## src/rtl/sdclk_pkg.sv

```systemverilog
`timescale 1ns/1ps
package sdclk_pkg;
  localparam int CODE_W   = 8;
  localparam int CODE_LSB = 8;
  localparam int REG_W    = CODE_LSB + CODE_W;
  localparam int RATIO_W  = CODE_W + 1;
  localparam int EN_BIT   = 0;
  localparam int STB_BIT  = 1;
  localparam int CEN_BIT  = 2;

  // Strobes from control to datapath
  typedef struct packed {
    logic              run;
    logic              gateWant;
    logic [CODE_W-1:0] code;
  } divCtl_t;

  // Code to division ratio: 0 -> 1, 3 -> 3, otherwise 2*code rounded up to a
  // power of two and capped at 2**CODE_W.
  function automatic logic [RATIO_W-1:0] ratioOf(input logic [CODE_W-1:0] c);
    logic [RATIO_W:0] p;
    p = (RATIO_W+1)'(1);
    if (c == '0) return RATIO_W'(1);
    if (c == CODE_W'(3)) return RATIO_W'(3);
    for (int i = 0; i < CODE_W; i++)
      if (p < {2'b00, c}) p = p << 1;
    p = p << 1;
    if (p > (RATIO_W+1)'(1 << CODE_W)) p = (RATIO_W+1)'(1 << CODE_W);
    return p[RATIO_W-1:0];
  endfunction

  // Number of high base cycles per period
  function automatic logic [RATIO_W-1:0] hiLenOf(input logic [RATIO_W-1:0] r);
    if (r == RATIO_W'(3)) return RATIO_W'(1);
    return r >> 1;
  endfunction
endpackage

```

## src/rtl/sdclk_ctrl.sv

```systemverilog
`timescale 1ns/1ps
module sdclk_ctrl
  import sdclk_pkg::*;
#(
  parameter int STABLE_CYCLES = 16
) (
  input  logic             clk,
  input  logic             rstN,
  input  logic             wrEn,
  input  logic [REG_W-1:0] wrData,
  output logic [REG_W-1:0] ctrlRd,
  output divCtl_t          divCtl
);
  localparam int ST_W = $clog2(STABLE_CYCLES + 1);

  logic              intEnR, stableR, cardEnR;
  logic [CODE_W-1:0] codeR;
  logic [ST_W-1:0]   stCnt;

  logic [CODE_W-1:0] wrCode;
  logic              wrIntEn, wrCardEn, keepStable;
  logic              unusedWrBits;

  assign wrCode       = wrData[CODE_LSB +: CODE_W];
  assign wrIntEn      = wrData[EN_BIT];
  assign wrCardEn     = wrData[CEN_BIT];
  assign unusedWrBits = ^{wrData[STB_BIT], wrData[CODE_LSB-1:CEN_BIT+1]};

  // A write may keep the settled state only if nothing about the clock changes
  assign keepStable = wrIntEn && intEnR && stableR && (wrCode == codeR);

  always_ff @(posedge clk or negedge rstN) begin
    if (!rstN) begin
      intEnR  <= 1'b0;
      stableR <= 1'b0;
      cardEnR <= 1'b0;
      codeR   <= '0;
      stCnt   <= '0;
    end else if (wrEn) begin
      codeR   <= wrCode;
      intEnR  <= wrIntEn;
      stableR <= keepStable;
      cardEnR <= wrCardEn && keepStable;
      if (!keepStable) stCnt <= '0;
    end else if (intEnR && !stableR) begin
      if (stCnt == ST_W'(STABLE_CYCLES - 1)) stableR <= 1'b1;
      else                                   stCnt   <= stCnt + 1'b1;
    end
  end

  always_comb begin
    ctrlRd                     = '0;
    ctrlRd[CODE_LSB +: CODE_W] = codeR;
    ctrlRd[EN_BIT]             = intEnR;
    ctrlRd[STB_BIT]            = stableR;
    ctrlRd[CEN_BIT]            = cardEnR;
  end

  assign divCtl.run      = intEnR;
  assign divCtl.gateWant = cardEnR;
  assign divCtl.code     = codeR;

  // a code change drops the stable flag on the write edge
  p_code_change_r9: assert property (@(posedge clk) disable iff (!rstN)
    wrEn && (wrCode != codeR) |=> !stableR);

  // a card enable can only appear once the clock had settled
  p_card_needs_stable_r10: assert property (@(posedge clk) disable iff (!rstN)
    $rose(cardEnR) |-> $past(stableR));

  // an all-zero write empties the register
  p_zero_write_r11: assert property (@(posedge clk) disable iff (!rstN)
    wrEn && (wrData == '0) |=> (ctrlRd == '0));

  // stable only rises while the internal clock stays enabled
  p_stable_needs_enable_r8: assert property (@(posedge clk) disable iff (!rstN)
    $rose(stableR) |-> intEnR && $past(intEnR));
endmodule

```

## src/rtl/sdclk_div.sv

```systemverilog
`timescale 1ns/1ps
module sdclk_div
  import sdclk_pkg::*;
(
  input  logic    clk,
  input  logic    rstN,
  input  divCtl_t ctl,
  output logic    cardClk
);
  logic [CODE_W-1:0]  actCode;
  logic [RATIO_W-1:0] cnt, nxtCnt, actRatio, hiLen;
  logic               divHigh, gateQ, gateWant, bypass;

  assign actRatio = ratioOf(actCode);
  assign hiLen    = hiLenOf(actRatio);
  assign bypass   = (actRatio == RATIO_W'(1));
  assign nxtCnt   = (cnt == actRatio - 1'b1) ? '0 : cnt + 1'b1;

  // Reload or stop only while the gate is closed; otherwise keep counting
  always_ff @(posedge clk or negedge rstN) begin
    if (!rstN) begin
      actCode <= '0;
      cnt     <= '0;
      divHigh <= 1'b0;
    end else if (!gateQ && (!ctl.run || (actCode != ctl.code))) begin
      actCode <= ctl.code;
      cnt     <= '0;
      divHigh <= 1'b0;
    end else begin
      cnt     <= nxtCnt;
      divHigh <= (nxtCnt < hiLen);
    end
  end

  assign gateWant = ctl.gateWant && ctl.run && (actCode == ctl.code);

  // Negative-edge gate: moves only while the clock it passes is low
  always_ff @(negedge clk or negedge rstN) begin
    if (!rstN)                   gateQ <= 1'b0;
    else if (bypass || !divHigh) gateQ <= gateWant;
  end

  assign cardClk = bypass ? (clk & gateQ) : (divHigh & gateQ);

  // the gate toggled only during a low phase of the divided clock
  p_gate_low_phase_r12: assert property (@(posedge clk) disable iff (!rstN)
    (gateQ != $past(gateQ)) && !bypass |-> !divHigh);

  // the active code changes only with the gate closed
  p_reload_closed_r12: assert property (@(posedge clk) disable iff (!rstN)
    (actCode != $past(actCode)) |-> !$past(gateQ));

  // the phase counter stays inside the active period
  p_cnt_range_r2: assert property (@(posedge clk) disable iff (!rstN)
    cnt < actRatio);
endmodule

```

## src/rtl/sd_clk_gen.sv

```systemverilog
`timescale 1ns/1ps
module sd_clk_gen
  import sdclk_pkg::*;
#(
  parameter int STABLE_CYCLES = 16
) (
  input  logic        clk,
  input  logic        rstN,
  input  logic        wrEn,
  input  logic [15:0] wrData,
  output logic [15:0] ctrlRd,
  output logic        cardClk
);
  divCtl_t divCtl;

  sdclk_ctrl #(.STABLE_CYCLES(STABLE_CYCLES)) i_ctrl (
    .clk    (clk),
    .rstN   (rstN),
    .wrEn   (wrEn),
    .wrData (wrData),
    .ctrlRd (ctrlRd),
    .divCtl (divCtl)
  );

  sdclk_div i_div (
    .clk     (clk),
    .rstN    (rstN),
    .ctl     (divCtl),
    .cardClk (cardClk)
  );

  initial assert (REG_W == 16) else $error("control word must be 16 bits");
endmodule

```

## config.mk

```make
export PLATFORM = sky130hd
export DESIGN_NAME = sd_clk_gen
export DESIGN_NICKNAME = d
export VERILOG_FILES = /design/src/rtl/sdclk_pkg.sv /design/src/rtl/sdclk_ctrl.sv /design/src/rtl/sdclk_div.sv /design/src/rtl/sd_clk_gen.sv
export SDC_FILE = /design/constraint.sdc
export NUM_CORES = 1
export LEC_CHECK = 0
export ABC_AREA = 0
export BUFFER_PORTS_ARGS = -buffer_cell sky130_fd_sc_hd__buf_4
export CORE_MARGIN = 3
export CORE_UTILIZATION = 60
export CTS_BUF_LIST = sky130_fd_sc_hd__clkbuf_4
export DETAILED_ROUTE_END_ITERATION = 8
export PLACE_DENSITY = 0.85
export SYNTH_ARGS = -nofsm -noshare
export SYNTH_HDL_FRONTEND = slang
export SYNTH_SLANG_ARGS = --single-unit
```

## constraint.sdc

```tcl
create_clock -name clk -period 15.75 [get_ports clk]
set_clock_uncertainty 0.15 [all_clocks]
set_input_delay 3.15 -clock clk [delete_from_list [all_inputs] [get_ports clk]]
set_output_delay 3.15 -clock clk [all_outputs]
set_load 0.05 [all_outputs]
```

==> metrics.md, run 1 <==
| Metric | Value |
|---|---|
| Status | `finished clean` |
| Max-slew headroom | `34.4%` |
| Final Max Slew Viols | `0` |
| Lkg Pwr | `0.00192 uW` |
| Initial antenna violation count | `0` |
| IO Pins | `36` |
| Yosys warning total | `0` |
| Reg clk slew, reported paths | `~0.12 ns` |
| WL/cell | `17.6 um` |
| Post-route setup TNS | `0 ns` |
| Min-Delay Path Class | `register to register` |
| Final Wtd Congestion | `0.984` |
| FMAX | `0.0678 GHz` |
| Worst reg2reg path depth | `just under 60` |
| Clk pwr share | `16.1%` |
| Crit Path Class | `register to register` |
| Yosys reg bits | `35` |
| Global-route wire length before repair | `17000 um` |
| Reg2Reg Setup Slack | `roughly 1 ns` |
| Post-layout min period | `around 15 ns` |
| CTS tree | `built` |
| Internal | `211 uW` |
| Worst r2r src | `i_div.actCode[7]` |
| CP Capture Type | `register` |
| Critical Path Start | `i_div.actCode[7]` |
| Hpwl dp | `slightly below 8000 um` |
| Die area | `0.00796 mm^2` |
| Finish-stage setup viols | `0` |
| Min-Delay Path Depth | `1` |
| Asr flop ratio synth | `100%` |
| Net Switching | `183 uW` |
| Unrepaired setup endpoints after global routing | `no` |
| Commonest cells after routing, fill and taps aside | `46 x nor2_1, 43 x nand2_1, 40 x ha_1, 34 x dfrtp_1, 30 x buf_4` |
| GRT Residual Overflow | `0` |
| CP Max Fanout | `21` |
| Clk Latency, worst-skew pair | `between 0.4 and 0.5 ns` |
| WP data arrival | `14.99 ns` |
| EDFF count, synth | `0` |
| Post-DRT Antenna Nets | `0` |
| Critical Path RT | `approximately 16 ns` |
| # diodes | `0` |
| Worst VDD drop | `0.0649 mV` |
| DRT Pass-1 Iters | `5` |
| Final Routed Wirelength | `10400 um` |
| Mapped Area | `0.00415 mm^2` |
| Critical Path Max Stage Delay | `around 0.57 ns` |
| Vias in the first global route | `3717` |
| Initial Util | `63.6%` |
| Vias | `3969` |
| Max Cap Violations | `0` |
| Synth Flop Type | `dfrtp_1` |
| Drt first-iter violations | `318` |
| Combinational power share | `56.3%` |
| Startpoint Class | `register` |
| FP Rows | `29` |
| Worst path slowest cell | `dfrtp_1` |
| Seq/Total Area, Yosys | `between 20% and 30%` |
| Tcrit/Tclk final | `93.7%` |
| RR Endpoint | `i_div.divHigh` |
| Vias per std cell | `~6.7` |
| All-layer global routing usage | `27.1%` |
| Syn_area_per_cell | `8.29 um^2` |
| Hold_sp | `i_ctrl.stCnt[4]` |
| Die W | `89.2 um` |
| Port Buf Inserts | `24` |
| Power Density | `89.2 mW/mm^2` |
| Largest net degree at the start of global routing | `36` |
| Core region area | `0.00653 mm^2` |
| Cell count after synthesis | `roughly 500` |
| Hold Path End | `i_ctrl.stCnt[4]` |
| Switching Fraction | `46.4%` |
| Hold Vio Cnt, Final | `0` |
| Chip height | `89.2 um` |
| Library cells used by synthesis | `84` |
| Reg power frac | `~28%` |
| Commonest non-fill, non-tap cell in the layout | `nor2_1` |
| Final hold slack | `approximately 0.37 ns` |
| # DRC | `0` |
| Nets | `roughly 570` |
| Hold-fix buffers at CTS | `0` |
| Area growth syn-to-layout | `6.30%` |
| Slew @ Worst Pin | `between 0.9 and 1 ns` |
| CP most frequent cell | `ha_1` |
| Layout cells sized above 1 | `18.6%` |
[per-layer routing]
metal  track usage, %  share of wire [%]  vias to the layer above
met5                0                  0                        -
met1             34.6                 43                     1890
met3             4.79                6.4                       39
li1                 -                  -                     1862
met2             44.3                 48                      178
met4             13.1                3.3                        0
[how the worst max path moves through the flow]
stage | endpoint | depth (start not counted) | slack (ns)
2_1_floorplan | i_div.divHigh | 65 | 2.81
3_3_place_gp | i_div.divHigh | 59 | 1.36
3_5_place_dp | i_div.divHigh | 59 | 0.88
4_1_cts | i_div.divHigh | 57 | 0.79
5_1_grt | i_div.divHigh | 62 | 0.07
6_report | i_div.divHigh | 59 | 0.99
[cells in the mapped netlist, types with 4 or more instances]
cell type  instances  area share (%)
nor2_1            46             4.2
nand2_1           43             3.9
ha_1              40              12
dfrtp_1           34              20
a21oi_1           27             3.3
inv_1             24             2.2
mux2_2            18             4.9
o21ai_0           18             2.2
xnor2_1           18             3.8
xor2_1            18             3.8
nand3_1           15             1.8
nor3_1            15             1.8
a211oi_1          11             2.0
buf_4              9             1.6
clkbuf_1           8            0.72
a21o_1             7             1.3
buf_2              7            0.84
nand4_1            7             1.1
o211ai_1           7             1.3
o22ai_1            6            0.90
and3_1             5            0.75
buf_6              5             1.4
nor2b_1            5            0.75
and2_1             4            0.60
nor3_2             4            0.96
nor4_1             4            0.60
o21a_1             4            0.72
o21ai_1            4            0.48
or2_1              4            0.60
or2_2              4            0.60
[worst max-delay path: cells and delay by family (launching register included)]
family	cells	cell delay (ns)
xor gates and xnor gates	1	0.13
buffers and inverters	5	0.87
AOI/OAI and AO/OA	30	7.40
adders and majority gates	9	2.79
muxes	1	0.32
and+or+nand+nor	13	2.38
DFF	1	0.57
[metrics by stage]
| step | instance area [um^2] | util (%) | std cells | total power (uW) | setup slack [ns] |
|---|---|---|---|---|---|
| after global routing | 4410 | 67.6 | 593 | 420 | 0.0713 |
| final | 4410 | 67.6 | 593 | 394 | 0.994 |
| after floorplan | 4170 | - | 505 | 282 | 2.81 |
| after detailed placement | 4300 | 65.8 | 582 | 325 | 0.882 |
| after CTS | 4380 | 67.0 | 593 | 388 | 0.788 |
| after global placement | 4300 | 65.8 | 582 | 315 | 1.36 |
[cell families after synthesis]
family	synth area share [%]
adders and majority gates	12.3
muxes	5.36
and+or+nand+nor	21.8
DFF	21.1
buffers and inverters	7.08
AOI/OAI and AO/OA	24.1
xor gates and xnor gates	8.16
other	0.0903
[registers in the layout (all words and copies together), names as in the netlist]
register / cells
i_ctrl.intEnR: 1
i_ctrl.codeR: 8
i_div.divHigh: 1
i_ctrl.cardEnR: 1
i_div.cnt: 9
i_ctrl.stCnt: 5
i_div.gateQ: 1
i_div.actCode: 8
i_ctrl.stableR: 1
[cell type report]
type                       instances  area, um^2
sequential                        35         876
fill                             520        2120
multi-input combinational        413        3040
timing repair buffer              29         218
clock buffer                       9        67.6
tap                               77        96.3
clock inverter                     3        20.0
inverter                          27         101
[what timing repair did]
action,CTS,global route
setup buffers,0,0
gates resized for setup,0,7
hold endpoints to repair,0,0
setup endpoints to repair,0,1
[power by group through the flow]
stage                     combinational [uW]  sequential [uW]  clock (uW)
after floorplan                          170              112       0.102
after detailed placement                 215              110       0.103
after CTS                                216              108        64.3
after global placement                   206              109       0.103
after global routing                     243              110        67.4
final                                    222              109        63.4
Power figures use the tool's default switching activity.
==> run 2, diff against run 1 <==
--- a/config.mk
+++ b/config.mk
@@ -10,8 +10,9 @@
 export CORE_MARGIN = 3
 export CORE_UTILIZATION = 60
 export CTS_BUF_LIST = sky130_fd_sc_hd__clkbuf_4
+export CTS_CLUSTER_DIAMETER = 100
 export DETAILED_ROUTE_END_ITERATION = 8
-export PLACE_DENSITY = 0.85
+export PLACE_DENSITY = 0.8
 export SYNTH_ARGS = -nofsm -noshare
 export SYNTH_HDL_FRONTEND = slang
 export SYNTH_SLANG_ARGS = --single-unit
==> run 2 against run 1 <==
  * Fmax grew 0.79%
  * Register-to-register slack gained 0.12 ns
  * Setup slack gained 0.12 ns
  * Clock power shrank 5.7%
  * Critical path depth shrank 6
  * Power shrank 1.6%
  * Die area is the same
  * Global-route usage grew 0.44 points
  * Clock-buffer cell count grew 1
  * Sequential power is essentially flat
==> metrics.md, run 2 (synthesis gave the netlist of run 1 again) <==
| Metric | Value |
|---|---|
| Status | `finished clean` |
| Largest regs | `i_div.cnt x9, i_ctrl.codeR x8, i_div.actCode x8` |
| Area growth syn-to-layout | `5.54%` |
| Lkg Pwr | `0.00191 uW` |
| WP data arrival | `14.89 ns` |
| Final Wtd Congestion | `between 0.9 and 1` |
| Vias per std cell | `6.58` |
| Die area | `0.00796 mm^2` |
| IO Pins | `36` |
| Unrepaired setup endpoints after global routing | `no` |
| CP Capture Type | `register` |
| Slew @ Worst Pin | `0.919 ns` |
| Grt peak-use layer | `met2` |
| Vias in the first global route | `around 3700` |
| GRT met2 Usage | `around 48%` |
| Max Cap Violations | `0` |
| Net Switching | `176 uW` |
| Tcrit/Tclk final | `93.0%` |
| CP bufs+invs | `3` |
| GR Util met1 | `about a third` |
| WL/cell | `17.4 um` |
| Clk pwr share | `15.4%` |
| # DRC | `0` |
| Max FFs per register | `9` |
| Cells after DPL | `slightly below 600` |
| Largest net degree at the start of global routing | `36` |
| # diodes | `0` |
| Commonest cells after routing, fill and taps aside | `46 x nor2_1, 43 x nand2_1, 40 x ha_1, 34 x dfrtp_1, 30 x buf_4` |
| Fill count | `~530` |
| Min-Delay Path Class | `register to register` |
| CTS tree | `built` |
| Reg clk slew, reported paths | `0.11 ns` |
| FP Rows | `29` |
| Port Buf Inserts | `24` |
| Met3 usage | `3.50%` |
| Global-route wire length before repair | `17100 um` |
| Hold Vio Cnt, Final | `0` |
| Crit Path Class | `register to register` |
| Startpoint Class | `register` |
| Delay-heaviest family, CP | `compound AO/OA/AOI/OAI gates` |
| Critical Path RT | `16.00 ns` |
| Core region area | `0.00653 mm^2` |
| Register Area | `a little under 900 um^2` |
| Initial antenna violation count | `0` |
| Critical Path Max Stage Delay | `0.57 ns` |
| Combinational power share | `56.6%` |
| Finish-stage setup viols | `0` |
| Reg power frac | `between 20 and 30%` |
| Initial Util | `a little under two thirds` |
| CP most frequent cell | `ha_1` |
| DRT Pass-1 Iters | `5` |
| Internal | `211 uW` |
| FMAX | `0.0683 GHz` |
| Switching Fraction | `45.5%` |
| Nets | `574` |
| Non-filler instance count after layout | `around 590` |
| Vias | `3903` |
| Hold-fix buffers at CTS | `0` |
| Post-layout min period | `14.64 ns` |
| Largest Register | `i_div.cnt` |
| CP Max Fanout | `13` |
| Commonest non-fill, non-tap cell in the layout | `nor2_1` |
| Post-DRT Antenna Nets | `0` |
| Worst VDD drop | `between 0.07 and 0.08 mV` |
| Max-slew headroom | `38.5%` |
| GRT Residual Overflow | `0` |
| Final Routed Wirelength | `10300 um` |
| Post-route setup TNS | `0 ns` |
| Chip height | `slightly below 90 um` |
| Hpwl dp | `7890 um` |
| Final Max Slew Viols | `0` |
| Die W | `between 80 and 90 um` |
| Layout cells sized above 1 | `17.8%` |
| Multi-input logic area | `0.00301 mm^2` |
| Drt first-iter violations | `~340` |
| All-layer global routing usage | `between 20% and 30%` |
| Power Density | `88.4 mW/mm^2` |
| Worst path slowest cell | `a2111oi_1` |
| Clk Latency, worst-skew pair | `0.46 ns` |
[run 2: cell count changes in the layout (fill, tap and decap cells not counted), sizes merged]
cell,change
clkinvlp,-1
clkbuf,+1
[run 2: worst paths after layout]
check | endpoint | depth (start not counted) | slack, ns | from
min in group asynchronous | i_div.cnt[6] | 1 | 2.47 | rstN
worst max-delay path | i_div.divHigh | 53 | 1.11 | i_div.actCode[7]
max in group asynchronous | i_div.gateQ | 1 | 4.87 | rstN
worst min register to register | i_ctrl.stCnt[3] | 2 | 0.41 | i_ctrl.stCnt[3]
worst max register to register | i_div.divHigh | 53 | 1.11 | i_div.actCode[7]
worst min-delay path | i_ctrl.stCnt[3] | 2 | 0.41 | i_ctrl.stCnt[3]
[run 2: cell type report]
class	count	area share, %
clock buffer	10	1.71
clock inverter	2	0.171
sequential	35	20.0
timing repair buffer	29	4.97
tap	77	2.20
multi-input combinational	413	68.7
inverter	27	2.31
[run 2: metrics by stage]
step / setup slack (ns) / util, % / hold slack, ns / total power [uW] / cell area, um^2
after floorplan: 2.81 / - / 0.331 / 282 / 4170
after detailed placement: 1.04 / 65.8 / 0.378 / 324 / 4300
final: 1.11 / 67.1 / 0.406 / 388 / 4380
after global placement: 1.24 / 65.8 / 0.339 / 316 / 4300
after CTS: 1.02 / 66.9 / 0.406 / 386 / 4370
after global routing: 0.0544 / 67.1 / 0.427 / 417 / 4380
[run 2: tightest hold or removal path: cells and delay by family, from the launching register on]
family           cells  cell delay [ns]
XOR/XNOR             1             0.07
AND/OR/NAND/NOR      1             0.08
flip-flops           1             0.38
[run 2: repair_timing]
action | 4_1_cts | 5_1_grt
resized for setup | 0 | 3
setup endpoints to repair | 0 | 1
buffers inserted | 0 | 0
[run 2: power by group through the flow]
stage	clock network (uW)	registers (uW)	logic, uW
2_1_floorplan	0.102	112	170
3_3_place_gp	0.104	109	207
3_5_place_dp	0.103	110	214
4_1_cts	62.0	108	216
5_1_grt	65.5	109	243
6_report	59.8	108	219
[run 2: per-layer routing]
| layer | part of all wire (%) | up-vias |
|---|---|---|
| met5 | 0 | - |
| met2 | 49 | 176 |
| li1 | - | 1872 |
| met3 | 6.5 | 28 |
| met4 | 2.3 | 0 |
| met1 | 42 | 1827 |
